### config.mk
export PLATFORM = sky130hd
export DESIGN_NAME = wdog_two_stage
export DESIGN_NICKNAME = d
export VERILOG_FILES = /design/src/rtl/wdog_pkg.sv /design/src/rtl/wdog_lock.sv /design/src/rtl/wdog_cfg.sv /design/src/rtl/wdog_counter.sv /design/src/rtl/wdog_stage.sv /design/src/rtl/wdog_two_stage.sv
export SDC_FILE = /design/constraint.sdc
export NUM_CORES = 1
export LEC_CHECK = 0
export BUFFER_PORTS_ARGS = -buffer_cell sky130_fd_sc_hd__buf_2
export CORE_ASPECT_RATIO = 1.1
export CORE_UTILIZATION = 55
export CTS_BUF_LIST = sky130_fd_sc_hd__clkbuf_4 sky130_fd_sc_hd__clkbuf_8 sky130_fd_sc_hd__clkbuf_16
export DETAILED_ROUTE_END_ITERATION = 10
export PLACE_DENSITY_LB_ADDON = 0.12
export RECOVER_POWER = 25
export SLEW_MARGIN = 20
export SYNTH_ARGS = -nofsm -noshare
export SYNTH_HDL_FRONTEND = slang
export SYNTH_SLANG_ARGS = --single-unit
### constraint.sdc
create_clock -name clk_i -period 4.7 [get_ports clk_i]
set_input_delay 0 -clock clk_i [delete_from_list [all_inputs] [get_ports clk_i]]
set_output_delay 0 -clock clk_i [all_outputs]
set_load 0.01 [all_outputs]
### src/rtl/wdog_pkg.sv
package wdog_pkg;
  localparam int unsigned DATA_W = 32;
  localparam int unsigned ADDR_W = 3;
  localparam logic [DATA_W-1:0] UNLOCK_KEY = 32'h1ACCE551;

  typedef enum logic [ADDR_W-1:0] {
    REG_CTRL   = 3'd0,
    REG_LOAD   = 3'd1,
    REG_VALUE  = 3'd2,
    REG_ICLR   = 3'd3,
    REG_STATUS = 3'd4,
    REG_LOCK   = 3'd5
  } wdog_reg_e;

  localparam int unsigned CTRL_RUN_BIT = 0;
  localparam int unsigned CTRL_RST_BIT = 1;
endpackage

### src/rtl/wdog_lock.sv
module wdog_lock #(
  parameter int unsigned DW = wdog_pkg::DATA_W,
  parameter logic [DW-1:0] KEY = wdog_pkg::UNLOCK_KEY
) (
  input  logic          clk_i,
  input  logic          rst_ni,
  input  logic          we_lock_i,
  input  logic [DW-1:0] wdata_i,
  output logic          locked_o
);
  logic locked_q;

  always_ff @(posedge clk_i or negedge rst_ni) begin
    if (!rst_ni)        locked_q <= 1'b0;
    else if (we_lock_i) locked_q <= (wdata_i != KEY);
  end

  assign locked_o = locked_q;

  a_r9_key_unlocks: assert property (@(posedge clk_i) disable iff (!rst_ni)
    (we_lock_i && wdata_i == KEY) |=> !locked_o);
  a_r9_other_locks: assert property (@(posedge clk_i) disable iff (!rst_ni)
    (we_lock_i && wdata_i != KEY) |=> locked_o);
endmodule

### src/rtl/wdog_cfg.sv
module wdog_cfg #(
  parameter int unsigned DW = wdog_pkg::DATA_W
) (
  input  logic          clk_i,
  input  logic          rst_ni,
  input  logic          we_ctrl_i,
  input  logic          we_load_i,
  input  logic          locked_i,
  input  logic [DW-1:0] wdata_i,
  output logic          run_o,
  output logic          rsten_o,
  output logic [DW-1:0] load_o,
  output logic          start_o,
  output logic          load_wr_o
);
  import wdog_pkg::*;

  logic          run_q, rsten_q;
  logic [DW-1:0] load_q;
  logic          ctrl_ok;

  assign ctrl_ok   = we_ctrl_i && !locked_i;
  assign load_wr_o = we_load_i && !locked_i;
  assign start_o   = ctrl_ok && wdata_i[CTRL_RUN_BIT] && !run_q;

  always_ff @(posedge clk_i or negedge rst_ni) begin
    if (!rst_ni) begin
      run_q   <= 1'b0;
      rsten_q <= 1'b0;
    end else if (ctrl_ok) begin
      run_q   <= run_q | wdata_i[CTRL_RUN_BIT];  // run is sticky
      rsten_q <= wdata_i[CTRL_RST_BIT];
    end
  end

  always_ff @(posedge clk_i or negedge rst_ni) begin
    if (!rst_ni)        load_q <= '1;
    else if (load_wr_o) load_q <= wdata_i;
  end

  assign run_o   = run_q;
  assign rsten_o = rsten_q;
  assign load_o  = load_q;

  a_r2_run_sticky: assert property (@(posedge clk_i) disable iff (!rst_ni)
    run_o |=> run_o);
  a_r10_load_locked: assert property (@(posedge clk_i) disable iff (!rst_ni)
    (we_load_i && locked_i) |=> $stable(load_o));
  a_r10_ctrl_locked: assert property (@(posedge clk_i) disable iff (!rst_ni)
    (we_ctrl_i && locked_i) |=> ($stable(rsten_o) && $stable(run_o)));
endmodule

### src/rtl/wdog_counter.sv
module wdog_counter #(
  parameter int unsigned DW = wdog_pkg::DATA_W
) (
  input  logic          clk_i,
  input  logic          rst_ni,
  input  logic          run_i,
  input  logic          start_i,
  input  logic          load_wr_i,
  input  logic          clr_i,
  input  logic [DW-1:0] wdata_i,
  input  logic [DW-1:0] load_i,
  output logic [DW-1:0] cnt_o,
  output logic          tick_o
);
  logic [DW-1:0] cnt_q;
  logic          reload;

  assign tick_o = run_i && (cnt_q == '0) && !load_wr_i;
  assign reload = clr_i || tick_o || start_i;

  always_ff @(posedge clk_i or negedge rst_ni) begin
    if (!rst_ni)                  cnt_q <= '1;
    else if (load_wr_i && run_i)  cnt_q <= wdata_i;  // immediate copy
    else if (reload)              cnt_q <= load_i;
    else if (run_i)               cnt_q <= cnt_q - 1'b1;
  end

  assign cnt_o = cnt_q;

  a_r3_decrement: assert property (@(posedge clk_i) disable iff (!rst_ni)
    (run_i && cnt_o != '0 && !load_wr_i && !clr_i && !start_i)
      |=> cnt_o == $past(cnt_o) - 1'b1);
  a_r2_hold_stopped: assert property (@(posedge clk_i) disable iff (!rst_ni)
    (!run_i && !start_i && !clr_i) |=> $stable(cnt_o));
  a_r6_load_copy: assert property (@(posedge clk_i) disable iff (!rst_ni)
    (run_i && load_wr_i) |=> cnt_o == $past(wdata_i));
endmodule

### src/rtl/wdog_stage.sv
module wdog_stage (
  input  logic clk_i,
  input  logic rst_ni,
  input  logic event_i,
  input  logic clr_i,
  input  logic rsten_i,
  output logic irq_o,
  output logic rst_req_o
);
  logic irq_q, rst_q;

  always_ff @(posedge clk_i or negedge rst_ni) begin
    if (!rst_ni) begin
      irq_q <= 1'b0;
      rst_q <= 1'b0;
    end else begin
      rst_q <= event_i && irq_q && rsten_i && !clr_i;
      if (clr_i)        irq_q <= 1'b0;
      else if (event_i) irq_q <= 1'b1;
    end
  end

  assign irq_o     = irq_q;
  assign rst_req_o = rst_q;

  a_r4_single_pulse: assert property (@(posedge clk_i) disable iff (!rst_ni)
    rst_req_o |=> !rst_req_o);
  a_r4_irq_held: assert property (@(posedge clk_i) disable iff (!rst_ni)
    rst_req_o |-> irq_o);
  a_r5_no_rst_disabled: assert property (@(posedge clk_i) disable iff (!rst_ni)
    !rsten_i |=> !rst_req_o);
  a_r8_clear_drops: assert property (@(posedge clk_i) disable iff (!rst_ni)
    clr_i |=> !irq_o);
  a_r3_first_raises: assert property (@(posedge clk_i) disable iff (!rst_ni)
    (event_i && !clr_i) |=> irq_o);
endmodule

### src/rtl/wdog_two_stage.sv
module wdog_two_stage
  import wdog_pkg::*;
(
  input  logic              clk_i,
  input  logic              rst_ni,
  input  logic              we_i,
  input  logic [ADDR_W-1:0] addr_i,
  input  logic [DATA_W-1:0] wdata_i,
  output logic [DATA_W-1:0] rdata_o,
  output logic              irq_o,
  output logic              rst_req_o
);
  logic we_ctrl, we_load, we_clr, we_lock;
  logic locked, run, rsten, start, load_wr, tick, zero_hit, ev;
  logic [DATA_W-1:0] load_v, cnt_v;

  assign we_ctrl = we_i && (addr_i == REG_CTRL);
  assign we_load = we_i && (addr_i == REG_LOAD);
  assign we_clr  = we_i && (addr_i == REG_ICLR);
  assign we_lock = we_i && (addr_i == REG_LOCK);

  wdog_lock #(.DW(DATA_W)) u_lock (
    .clk_i, .rst_ni, .we_lock_i(we_lock), .wdata_i, .locked_o(locked)
  );

  wdog_cfg #(.DW(DATA_W)) u_cfg (
    .clk_i, .rst_ni, .we_ctrl_i(we_ctrl), .we_load_i(we_load),
    .locked_i(locked), .wdata_i, .run_o(run), .rsten_o(rsten),
    .load_o(load_v), .start_o(start), .load_wr_o(load_wr)
  );

  wdog_counter #(.DW(DATA_W)) u_cnt (
    .clk_i, .rst_ni, .run_i(run), .start_i(start), .load_wr_i(load_wr),
    .clr_i(we_clr), .wdata_i, .load_i(load_v), .cnt_o(cnt_v), .tick_o(tick)
  );

  // zero load while running counts as an immediate timeout
  assign zero_hit = load_wr && run && (wdata_i == '0);
  assign ev       = tick || zero_hit;

  wdog_stage u_stage (
    .clk_i, .rst_ni, .event_i(ev), .clr_i(we_clr), .rsten_i(rsten),
    .irq_o, .rst_req_o
  );

  always_comb begin
    rdata_o = '0;
    case (addr_i)
      REG_CTRL: begin
        rdata_o[CTRL_RUN_BIT] = run;
        rdata_o[CTRL_RST_BIT] = rsten;
      end
      REG_LOAD:   rdata_o = load_v;
      REG_VALUE:  rdata_o = cnt_v;
      REG_STATUS: rdata_o[0] = irq_o;
      REG_LOCK:   rdata_o[0] = locked;
      default:    rdata_o = '0;
    endcase
  end

  a_r7_zero_load_irq: assert property (@(posedge clk_i) disable iff (!rst_ni)
    (we_load && !locked && run && wdata_i == '0 && !we_clr) |=> irq_o);
endmodule

==> metrics.txt, run 1 <==
# TYPE chip_impl_metric gauge
chip_impl_metric{name="utilization",unit="%"} 68.6
chip_impl_metric{name="antenna_cell_count",unit=""} 0
chip_impl_metric{name="synthDominantCellAreaShare",unit="%"} 40.1
chip_impl_metric{name="pin_count",unit=""} 72
chip_impl_metric{name="setup_viol",unit=""} 0
chip_impl_metric{name="power.share.combinational",unit="%"} 29.1
chip_impl_metric{name="timing.max_slew.rel_slack",unit="%"} 40.1
chip_impl_metric{name="total_switching_power",unit="µW"} 823
chip_impl_metric{name="tritoncts_num_sinks",unit=""} 69
chip_impl_info{name="crit_path_top_delay_cell",value="nor3b_2"} 1
chip_impl_info{name="worstHoldPathType",value="input pin to flip-flop"} 1
chip_impl_metric{name="power.share.clock",unit="%"} 19.9
chip_impl_metric{name="global_route.overflow_total",unit=""} 0
chip_impl_metric{name="yosysUniqueCellTypes",unit=""} 58
chip_impl_metric{name="clkLatencyLatePin",unit="ps"} 350
chip_impl_metric{name="finalNetCount",unit=""} 535
chip_impl_metric{name="skew",unit="ps"} 6.30
chip_impl_metric{name="dpl.cell_count",unit=""} 540
chip_impl_metric{name="worst_hold_slack",unit="ps"} 8.64
chip_impl_metric{name="fmax",unit="MHz"} 325
chip_impl_metric{name="sequential_share_of_the_synthesized_area",unit="%"} 43.0
chip_impl_metric{name="syn-num-nets",unit=""} 442
chip_impl_metric{name="die_ht",unit="µm"} 93.6
chip_impl_metric{name="htree_levels",unit=""} 3
chip_impl_metric{name="netSwitchingFraction",unit="%"} 34.5
chip_impl_info{name="clock_tree.root_cell",value="clkbuf_8"} 1
chip_impl_info{name="ys_dominant_reg_cell",value="dfstp_2"} 1
chip_impl_metric{name="finalNonFillerCells",unit=""} 587
chip_impl_metric{name="power",unit="mW"} 2.38
chip_impl_metric{name="drc",unit=""} 0
chip_impl_metric{name="seqPwrFrac",unit="%"} 51.0
chip_impl_info{name="ys_top_cells_by_area",value="dfstp_2, mux2_2, a22o_1, a222oi_1, dfrtp_1"} 1
chip_impl_metric{name="groute.usage.overall",unit="%"} 31.3
chip_impl_metric{name="die_area",unit="µm²"} 7990
chip_impl_metric{name="cp.depth",unit=""} 9
chip_impl_metric{name="drtPass1Iterations",unit=""} 6
chip_impl_metric{name="synth-warning-count",unit=""} 0
chip_impl_metric{name="vias",unit=""} 3842
chip_impl_metric{name="rows",unit=""} 33
chip_impl_metric{name="wire_per_inst",unit="µm"} 20.5
chip_impl_metric{name="fillCellCount",unit=""} 573
chip_impl_metric{name="worst-endpoint-required",unit="ps"} 4950
chip_impl_metric{name="path_buf_inv",unit=""} 2
chip_impl_metric{name="finalCritPeriodShare",unit="%"} 65.4
chip_impl_info{name="outcome",value="completed"} 1
chip_impl_info{name="critical_path_endpoint_category",value="flip-flop"} 1
chip_impl_info{name="rr_startpoint",value="u_cnt.cnt_o[0]$_DFFE_PN1P_"} 1
chip_impl_info{name="min-delay-start",value="we_i"} 1
chip_impl_metric{name="synth.avg_cell_area",unit="µm²"} 10.4
chip_impl_metric{name="growth_of_design_area_from_synthesis_to_finish",unit="%"} 21.5
chip_impl_metric{name="max_cap_violations",unit=""} 0
chip_impl_info{name="worstReg2RegEnd",value="u_cnt.cnt_o[15]$_DFFE_PN1P_"} 1
chip_impl_metric{name="antenna_left",unit=""} 0
chip_impl_info{name="rsz_0062_raised_after_global_routing",value="no"} 1
chip_impl_metric{name="hold_violations",unit=""} 0
chip_impl_metric{name="synthCells",unit=""} 403
chip_impl_metric{name="synth_edf_count",unit=""} 0
chip_impl_metric{name="tightest_slew",unit="ps"} 898
chip_impl_metric{name="finalWorstPathRequiredPeriod",unit="ps"} 3070
chip_impl_info{name="path_class",value="flip-flop to flip-flop"} 1
chip_impl_info{name="crit_path_start",value="u_cnt.cnt_o[0]$_DFFE_PN1P_"} 1
chip_impl_metric{name="synth_seq_cells",unit=""} 69
chip_impl_metric{name="worst_vdd_rail_ir_drop",unit="mV"} 0.279
chip_impl_metric{name="intPower",unit="mW"} 1.56
chip_impl_metric{name="arrival",unit="ps"} 3320
chip_impl_metric{name="cts_made_buffers",unit=""} 9
chip_impl_metric{name="dp_hpwl",unit="µm"} 7770
chip_impl_info{name="cp_cell_sequence",value="inv_1, ha_1, nor3b_1, nor3b_2, nand3_2, o21ai_2, buf_4, a222oi_1, o31ai_1"} 1
chip_impl_info{name="setup.worst_path.start_class",value="flip-flop"} 1
chip_impl_metric{name="worst_setup_hold_path_clk_slew",unit="ps"} 80
chip_impl_metric{name="synth_async_sr_flop_share",unit="%"} 100
chip_impl_metric{name="die_width",unit="µm"} 85.3
chip_impl_metric{name="ff2ff_path_depth",unit=""} 9
chip_impl_metric{name="worst-r2r-setup-slack",unit="ps"} 1630
chip_impl_metric{name="first_drt_iteration_drcs",unit=""} 305
chip_impl_metric{name="leakagePower",unit="nW"} 1.99
chip_impl_metric{name="totalNegativeSetupSlack",unit="ps"} 0
chip_impl_metric{name="max-clock-path-buffers",unit=""} 2
chip_impl_metric{name="drt-total-wl",unit="µm"} 12000
chip_impl_metric{name="worst-path-max-fanout",unit=""} 29
chip_impl_metric{name="floorplan.initialDensity",unit="%"} 56.5
chip_impl_info{name="synth.most_common_cell",value="dfstp_2"} 1
chip_impl_info{name="tritoncts",value="done"} 1
chip_impl_metric{name="power_density",unit="nW/µm²"} 467
chip_impl_metric{name="netlist_area",unit="µm²"} 4200
chip_impl_info{name="synth_area_leader_cell",value="dfstp_2"} 1
chip_impl_metric{name="portBuffers",unit=""} 71
chip_impl_metric{name="post_route_cells_drive_above_1_share",unit="%"} 40.4
chip_impl_info{name="endpoint",value="u_cnt.cnt_o[15]$_DFFE_PN1P_"} 1
chip_impl_info{name="commonest_cells_post_synth",value="dfstp_2, mux2_2, a22o_1, nor2_1, nand2_1"} 1
chip_impl_metric{name="design.core.area",unit="µm²"} 7430
chip_impl_info{name="critical-path-top-delay-family",value="simple AND/OR/NAND/NOR gates"} 1
chip_impl_metric{name="grt_pass1_vias",unit=""} 3654
chip_impl_metric{name="antenna_found_initial",unit=""} 0
chip_impl_metric{name="final_max_slew_viol_count",unit=""} 0
chip_impl_metric{name="critical_path.max_stage_delay",unit="ps"} 480
chip_impl_metric{name="first_pass_grt_wire_length",unit="µm"} 19000
chip_impl_metric{name="avgViaCountPerCell",unit=""} 6.55
chip_impl_metric{name="gp_routability_congestion",unit=""} 0.872
chip_impl_metric{name="grt_start_max_net_pins",unit=""} 70
==> metrics by stage <==
step | cell area, µm² | setup WS (ps)
finish | 5100 | 1630
global placement | 4600 | 1800
floorplan | 4200 | 2520
detailed placement | 4600 | 1710
global route | 5100 | 1370
CTS | 5100 | 1660
==> worst reg2reg max path, delay by kind of cell, from the launching register on <==
kind            cells  cell delay, ps
compound gates      3             750
fa+ha+maj           1             200
buf+inv             2             520
flops               1             390
simple gates        3            1120
==> routing by layer <==
| metal | up-vias | global-route usage [%] | share of wire, % |
|---|---|---|---|
| li1 | 1764 | - | - |
| met2 | 164 | 50.9 | 48 |
| met4 | 0 | 10.1 | 1.4 |
| met1 | 1900 | 42.8 | 45 |
| met3 | 14 | 5.21 | 5.6 |
| met5 | - | 0 | 0 |
==> cell type report <==
class	instances	area, µm²	share of cell area (%)
clock buffers	10	131	2.58
clock inverters	5	52.6	1.03
inverters	5	18.8	0.368
multi-input cells	301	2260	44.2
flip-flops and latches	69	1810	35.4
well taps	87	109	2.13
repair buffers	110	726	14.2
==> layout by cell type, fill, tap and decap left out, types with 4 or more instances in the layout <==
cell type,netlist,final
a21oi_1,6,6
a222oi_1,15,15
a22o_1,30,30
a22oi_1,13,13
buf_2,2,69
buf_4,0,7
clkbuf_8,0,9
dfrtp_1,5,5
dfstp_2,64,64
dlygate4sd3_1,0,32
inv_1,5,5
mux2_2,32,32
mux2i_1,11,11
nand2_1,23,23
nand2b_1,4,4
nand3_1,13,13
nand4_1,4,4
nor2_1,28,26
nor2b_1,4,4
nor3_1,7,7
nor4_1,14,14
o21ai_0,20,19
o311ai_0,5,5
o31ai_1,7,7
or4_1,5,5
xnor2_1,10,10
xor2_1,5,5
==> worst min path at each step <==
| stage | to | slack, ps | cells past startpoint |
|---|---|---|---|
| 2_1_floorplan | u_cfg.rsten_o$_DFFE_PN0N_ | -300 | 0 |
| 3_5_place_dp | u_cfg.load_o[2]$_DFFE_PN1P_ | 250 | 3 |
| 5_1_grt | u_cfg.load_o[28]$_DFFE_PN1P_ | 4 | 2 |
| 3_3_place_gp | u_cfg.load_o[2]$_DFFE_PN1P_ | 250 | 3 |
| 6_report | u_lock.locked_o$_DFFE_PN0P_ | 9 | 3 |
| 4_1_cts | u_lock.locked_o$_DFFE_PN0P_ | 3 | 3 |
==> power groups by stage <==
stage	sequential (mW)	clock (mW)	combinational, mW
floorplan	1.12	0	0.533
global placement	1.20	0	0.652
detailed placement	1.21	0	0.668
CTS	1.21	0.482	0.693
global route	1.25	0.506	0.760
finish	1.21	0.474	0.693
==> flip-flops by register name, summed over array words and instances (netlist names) <==
register / cells
u_stage.rst_req_o: 1
u_cfg.run_o: 1
u_cfg.load_o: 32
u_cfg.rsten_o: 1
u_lock.locked_o: 1
u_stage.irq_o: 1
u_cnt.cnt_o: 32
==> logic make-up after synthesis <==
logic type / count (synthesis) / synth area share, %
muxes: 44 / 11.7
and+or+nand+nor: 124 / 16.4
AOI/OAI and AO/OA: 117 / 21.6
DFF: 69 / 43.0
adders and majority gates: 1 / 0.298
buffers and inverters: 33 / 3.76
xor gates and xnor gates: 15 / 3.13
==> what timing repair did <==
action,4_1_cts,5_1_grt
setup buffers,0,0
endpoints found under the hold margin,64,0
resized for setup,0,0
endpoints found under the setup margin,0,0
hold buffers,32,0
Power figures use the tool's default switching activity.
==> run 2: changes to the inputs <==
--- a/config.mk
+++ b/config.mk
@@ -7,7 +7,7 @@
 export LEC_CHECK = 0
 export BUFFER_PORTS_ARGS = -buffer_cell sky130_fd_sc_hd__buf_2
 export CORE_ASPECT_RATIO = 1.1
-export CORE_UTILIZATION = 55
+export CORE_UTILIZATION = 51
 export CTS_BUF_LIST = sky130_fd_sc_hd__clkbuf_4 sky130_fd_sc_hd__clkbuf_8 sky130_fd_sc_hd__clkbuf_16
 export DETAILED_ROUTE_END_ITERATION = 10
 export PLACE_DENSITY_LB_ADDON = 0.12
==> constraint.sdc (replaced) <==
create_clock -name clk_i -period 2.7 [get_ports clk_i]
set_input_delay 0 -clock clk_i [delete_from_list [all_inputs] [get_ports clk_i]]
set_output_delay 0 -clock clk_i [all_outputs]
set_load 0.01 [all_outputs]
==> metrics.txt, run 2 (same netlist as run 1, synthesis figures left out) <==
# TYPE chip_impl_metric gauge
chip_impl_info{name="outcome",value="complete, but fails checks"} 1
chip_impl_info{name="violations",value="max-capacitance violations, max-slew violations"} 1
chip_impl_metric{name="first_drt_iteration_drcs",unit=""} 304
chip_impl_info{name="mostFrequentLayoutCell",value="buf_2"} 1
chip_impl_metric{name="growth_of_design_area_from_synthesis_to_finish",unit="%"} 24.9
chip_impl_metric{name="tritoncts_num_sinks",unit=""} 69
chip_impl_metric{name="skew",unit="ps"} 10.9
chip_impl_metric{name="antenna_left",unit=""} 0
chip_impl_info{name="worstReg2RegEnd",value="u_cnt.cnt_o[16]$_DFFE_PN1P_"} 1
chip_impl_metric{name="worst_vdd_rail_ir_drop",unit="mV"} 0.374
chip_impl_metric{name="dp_hpwl",unit="µm"} 8360
chip_impl_metric{name="rows",unit=""} 34
chip_impl_metric{name="worst_hold_slack",unit="ps"} 21.5
chip_impl_metric{name="fmax",unit="MHz"} 401
chip_impl_info{name="mostFrequentLayoutCells",value="buf_2, dfstp_2, mux2_2, dlygate4sd3_1, a22o_1"} 1
chip_impl_metric{name="hold_violations",unit=""} 0
chip_impl_metric{name="power_density",unit="nW/µm²"} 822
chip_impl_metric{name="worst_setup_hold_path_clk_slew",unit="ps"} 70
chip_impl_metric{name="post_dp_cell_area",unit="µm²"} 4700
chip_impl_info{name="path_class",value="flip-flop to flip-flop"} 1
chip_impl_metric{name="antenna_cell_count",unit=""} 0
chip_impl_metric{name="global_route.overflow_total",unit=""} 0
chip_impl_metric{name="fillCellCount",unit=""} 643
chip_impl_metric{name="design.core.area",unit="µm²"} 7960
chip_impl_metric{name="floorplan.initialDensity",unit="%"} 52.8
chip_impl_metric{name="timing.max_slew.rel_slack",unit="%"} -44.0
chip_impl_metric{name="final_max_slew_viol_count",unit=""} 39
chip_impl_metric{name="max-clock-path-buffers",unit=""} 2
chip_impl_metric{name="ff2ff_path_depth",unit=""} 7
chip_impl_metric{name="gp_routability_congestion",unit=""} 0.872
chip_impl_metric{name="die_area",unit="µm²"} 8600
chip_impl_metric{name="vias",unit=""} 3977
chip_impl_metric{name="layout.cell_area.non_filler",unit="µm²"} 5250
chip_impl_info{name="min-delay-start",value="wdata_i[0]"} 1
chip_impl_metric{name="finalCritPeriodShare",unit="%"} 92.4
chip_impl_metric{name="finalNonFillerCells",unit=""} 619
chip_impl_metric{name="totalNegativeSetupSlack",unit="ps"} 0
chip_impl_metric{name="drc",unit=""} 0
chip_impl_metric{name="antenna_found_initial",unit=""} 0
chip_impl_metric{name="worst-path-max-fanout",unit=""} 18
chip_impl_metric{name="first_pass_grt_wire_length",unit="µm"} 19800
chip_impl_metric{name="grt_pass1_vias",unit=""} 3754
chip_impl_metric{name="min_path_cells",unit=""} 3
chip_impl_metric{name="groute.usage.overall",unit="%"} 30.1
chip_impl_metric{name="die_width",unit="µm"} 88.5
chip_impl_metric{name="post_route_cells_drive_above_1_share",unit="%"} 40.5
chip_impl_metric{name="grt_start_max_net_pins",unit=""} 43
chip_impl_info{name="worstHoldPathType",value="input pin to flip-flop"} 1
chip_impl_metric{name="drt-total-wl",unit="µm"} 12300
chip_impl_metric{name="pin_count",unit=""} 72
chip_impl_info{name="min_delay_worst_endpoint",value="u_cfg.run_o$_DFFE_PN0N_"} 1
chip_impl_info{name="setup.worst_path.start_class",value="flip-flop"} 1
chip_impl_metric{name="finalWorstPathRequiredPeriod",unit="ps"} 2490
chip_impl_metric{name="cts_made_buffers",unit=""} 9
chip_impl_info{name="critical_path_endpoint_category",value="flip-flop"} 1
chip_impl_metric{name="worst-endpoint-required",unit="ps"} 2950
chip_impl_metric{name="max_cap_violations",unit=""} 1
chip_impl_metric{name="die_ht",unit="µm"} 97.2
chip_impl_info{name="rsz_0062_raised_after_global_routing",value="no"} 1
chip_impl_info{name="tritoncts",value="done"} 1
chip_impl_metric{name="worst-r2r-setup-slack",unit="ps"} 210
chip_impl_metric{name="avgViaCountPerCell",unit=""} 6.42
chip_impl_info{name="rr_startpoint",value="u_cnt.cnt_o[10]$_DFFE_PN1P_"} 1
chip_impl_metric{name="clkLatencyLatePin",unit="ps"} 350
chip_impl_metric{name="power",unit="mW"} 4.31
chip_impl_info{name="clock_tree.root_cell",value="clkbuf_8"} 1
chip_impl_metric{name="setup_viol",unit=""} 0
chip_impl_metric{name="portBuffers",unit=""} 71
chip_impl_metric{name="wire_per_inst",unit="µm"} 19.9
chip_impl_metric{name="arrival",unit="ps"} 2740
chip_impl_metric{name="drtPass1Iterations",unit=""} 5
chip_impl_metric{name="post_cts_resized",unit=""} 0
chip_impl_metric{name="finalNetCount",unit=""} 545
chip_impl_metric{name="tightest_slew",unit="ps"} 2160
chip_impl_metric{name="dpl.cell_count",unit=""} 571
chip_impl_metric{name="leakagePower",unit="nW"} 2.06
chip_impl_metric{name="htree_levels",unit=""} 3
==> run 2: changes by cell type in the layout (fill, tap and decap cells not counted), moves of 2 or more <==
cell	before	now
dfstp_2	64	59
dfstp_1	0	5
clkbuf_8	9	11
buf_4	7	17
==> run 2: critical path, stage by stage (launching register included) <==
cell      delay, ps
dfstp_2         400
or4_4           580
nor4_4          380
nand3_2         190
o21ai_2         290
buf_4           300
a222oi_1        130
o31ai_1         110
==> run 2: through the flow <==
stage	util, %	setup WS (ps)
detailed placement	59.1	272
CTS	65.9	229
global route	65.9	106
finish	65.9	205
global placement	59.1	369
floorplan	-	516
==> run 2: what timing repair did <==
action / CTS / global route
hold buffers: 31 / 1
setup buffers: 0 / 0
hold endpoints to repair: 63 / 1
==> run 2: report_power, final <==
group          internal [mW]  total (mW)  switching, mW
sequential              1.65        2.12          0.469
combinational          0.639        1.22          0.580
clock                  0.578       0.974          0.396
==> run 2: worst max path at each step <==
stage | from | endpoint | slack (ps) | cells past startpoint
2_1_floorplan | u_cnt.cnt_o[0]$_DFFE_PN1P_ | u_cnt.cnt_o[24]$_DFFE_PN1P_ | 520 | 8
4_1_cts | u_cnt.cnt_o[10]$_DFFE_PN1P_ | u_cnt.cnt_o[16]$_DFFE_PN1P_ | 230 | 7
5_1_grt | u_cnt.cnt_o[10]$_DFFE_PN1P_ | u_cnt.cnt_o[16]$_DFFE_PN1P_ | 110 | 7
3_5_place_dp | u_cnt.cnt_o[10]$_DFFE_PN1P_ | u_cnt.cnt_o[23]$_DFFE_PN1P_ | 270 | 7
3_3_place_gp | u_cnt.cnt_o[10]$_DFFE_PN1P_ | u_cnt.cnt_o[17]$_DFFE_PN1P_ | 370 | 7
6_report | u_cnt.cnt_o[10]$_DFFE_PN1P_ | u_cnt.cnt_o[16]$_DFFE_PN1P_ | 210 | 7
==> run 2: metal layers <==
layer  track usage [%]  vias up  part of all wire, %
met5                 0        -                    0
met4              8.44        0                  1.8
met3              4.50       22                  6.6
met2              47.9      176                   49
met1              42.3     1980                   43
li1                  -     1799                    -
==> run 2: final cells by class <==
cell class | instances | area (µm²) | area share [%]
inverter | 5 | 18.8 | 0.358
multi-input combinational | 301 | 2260 | 43.0
timing repair buffer | 120 | 800 | 15.2
tap | 108 | 135 | 2.58
clock buffer | 12 | 159 | 3.03
clock inverter | 4 | 70.1 | 1.34
sequential | 69 | 1810 | 34.4
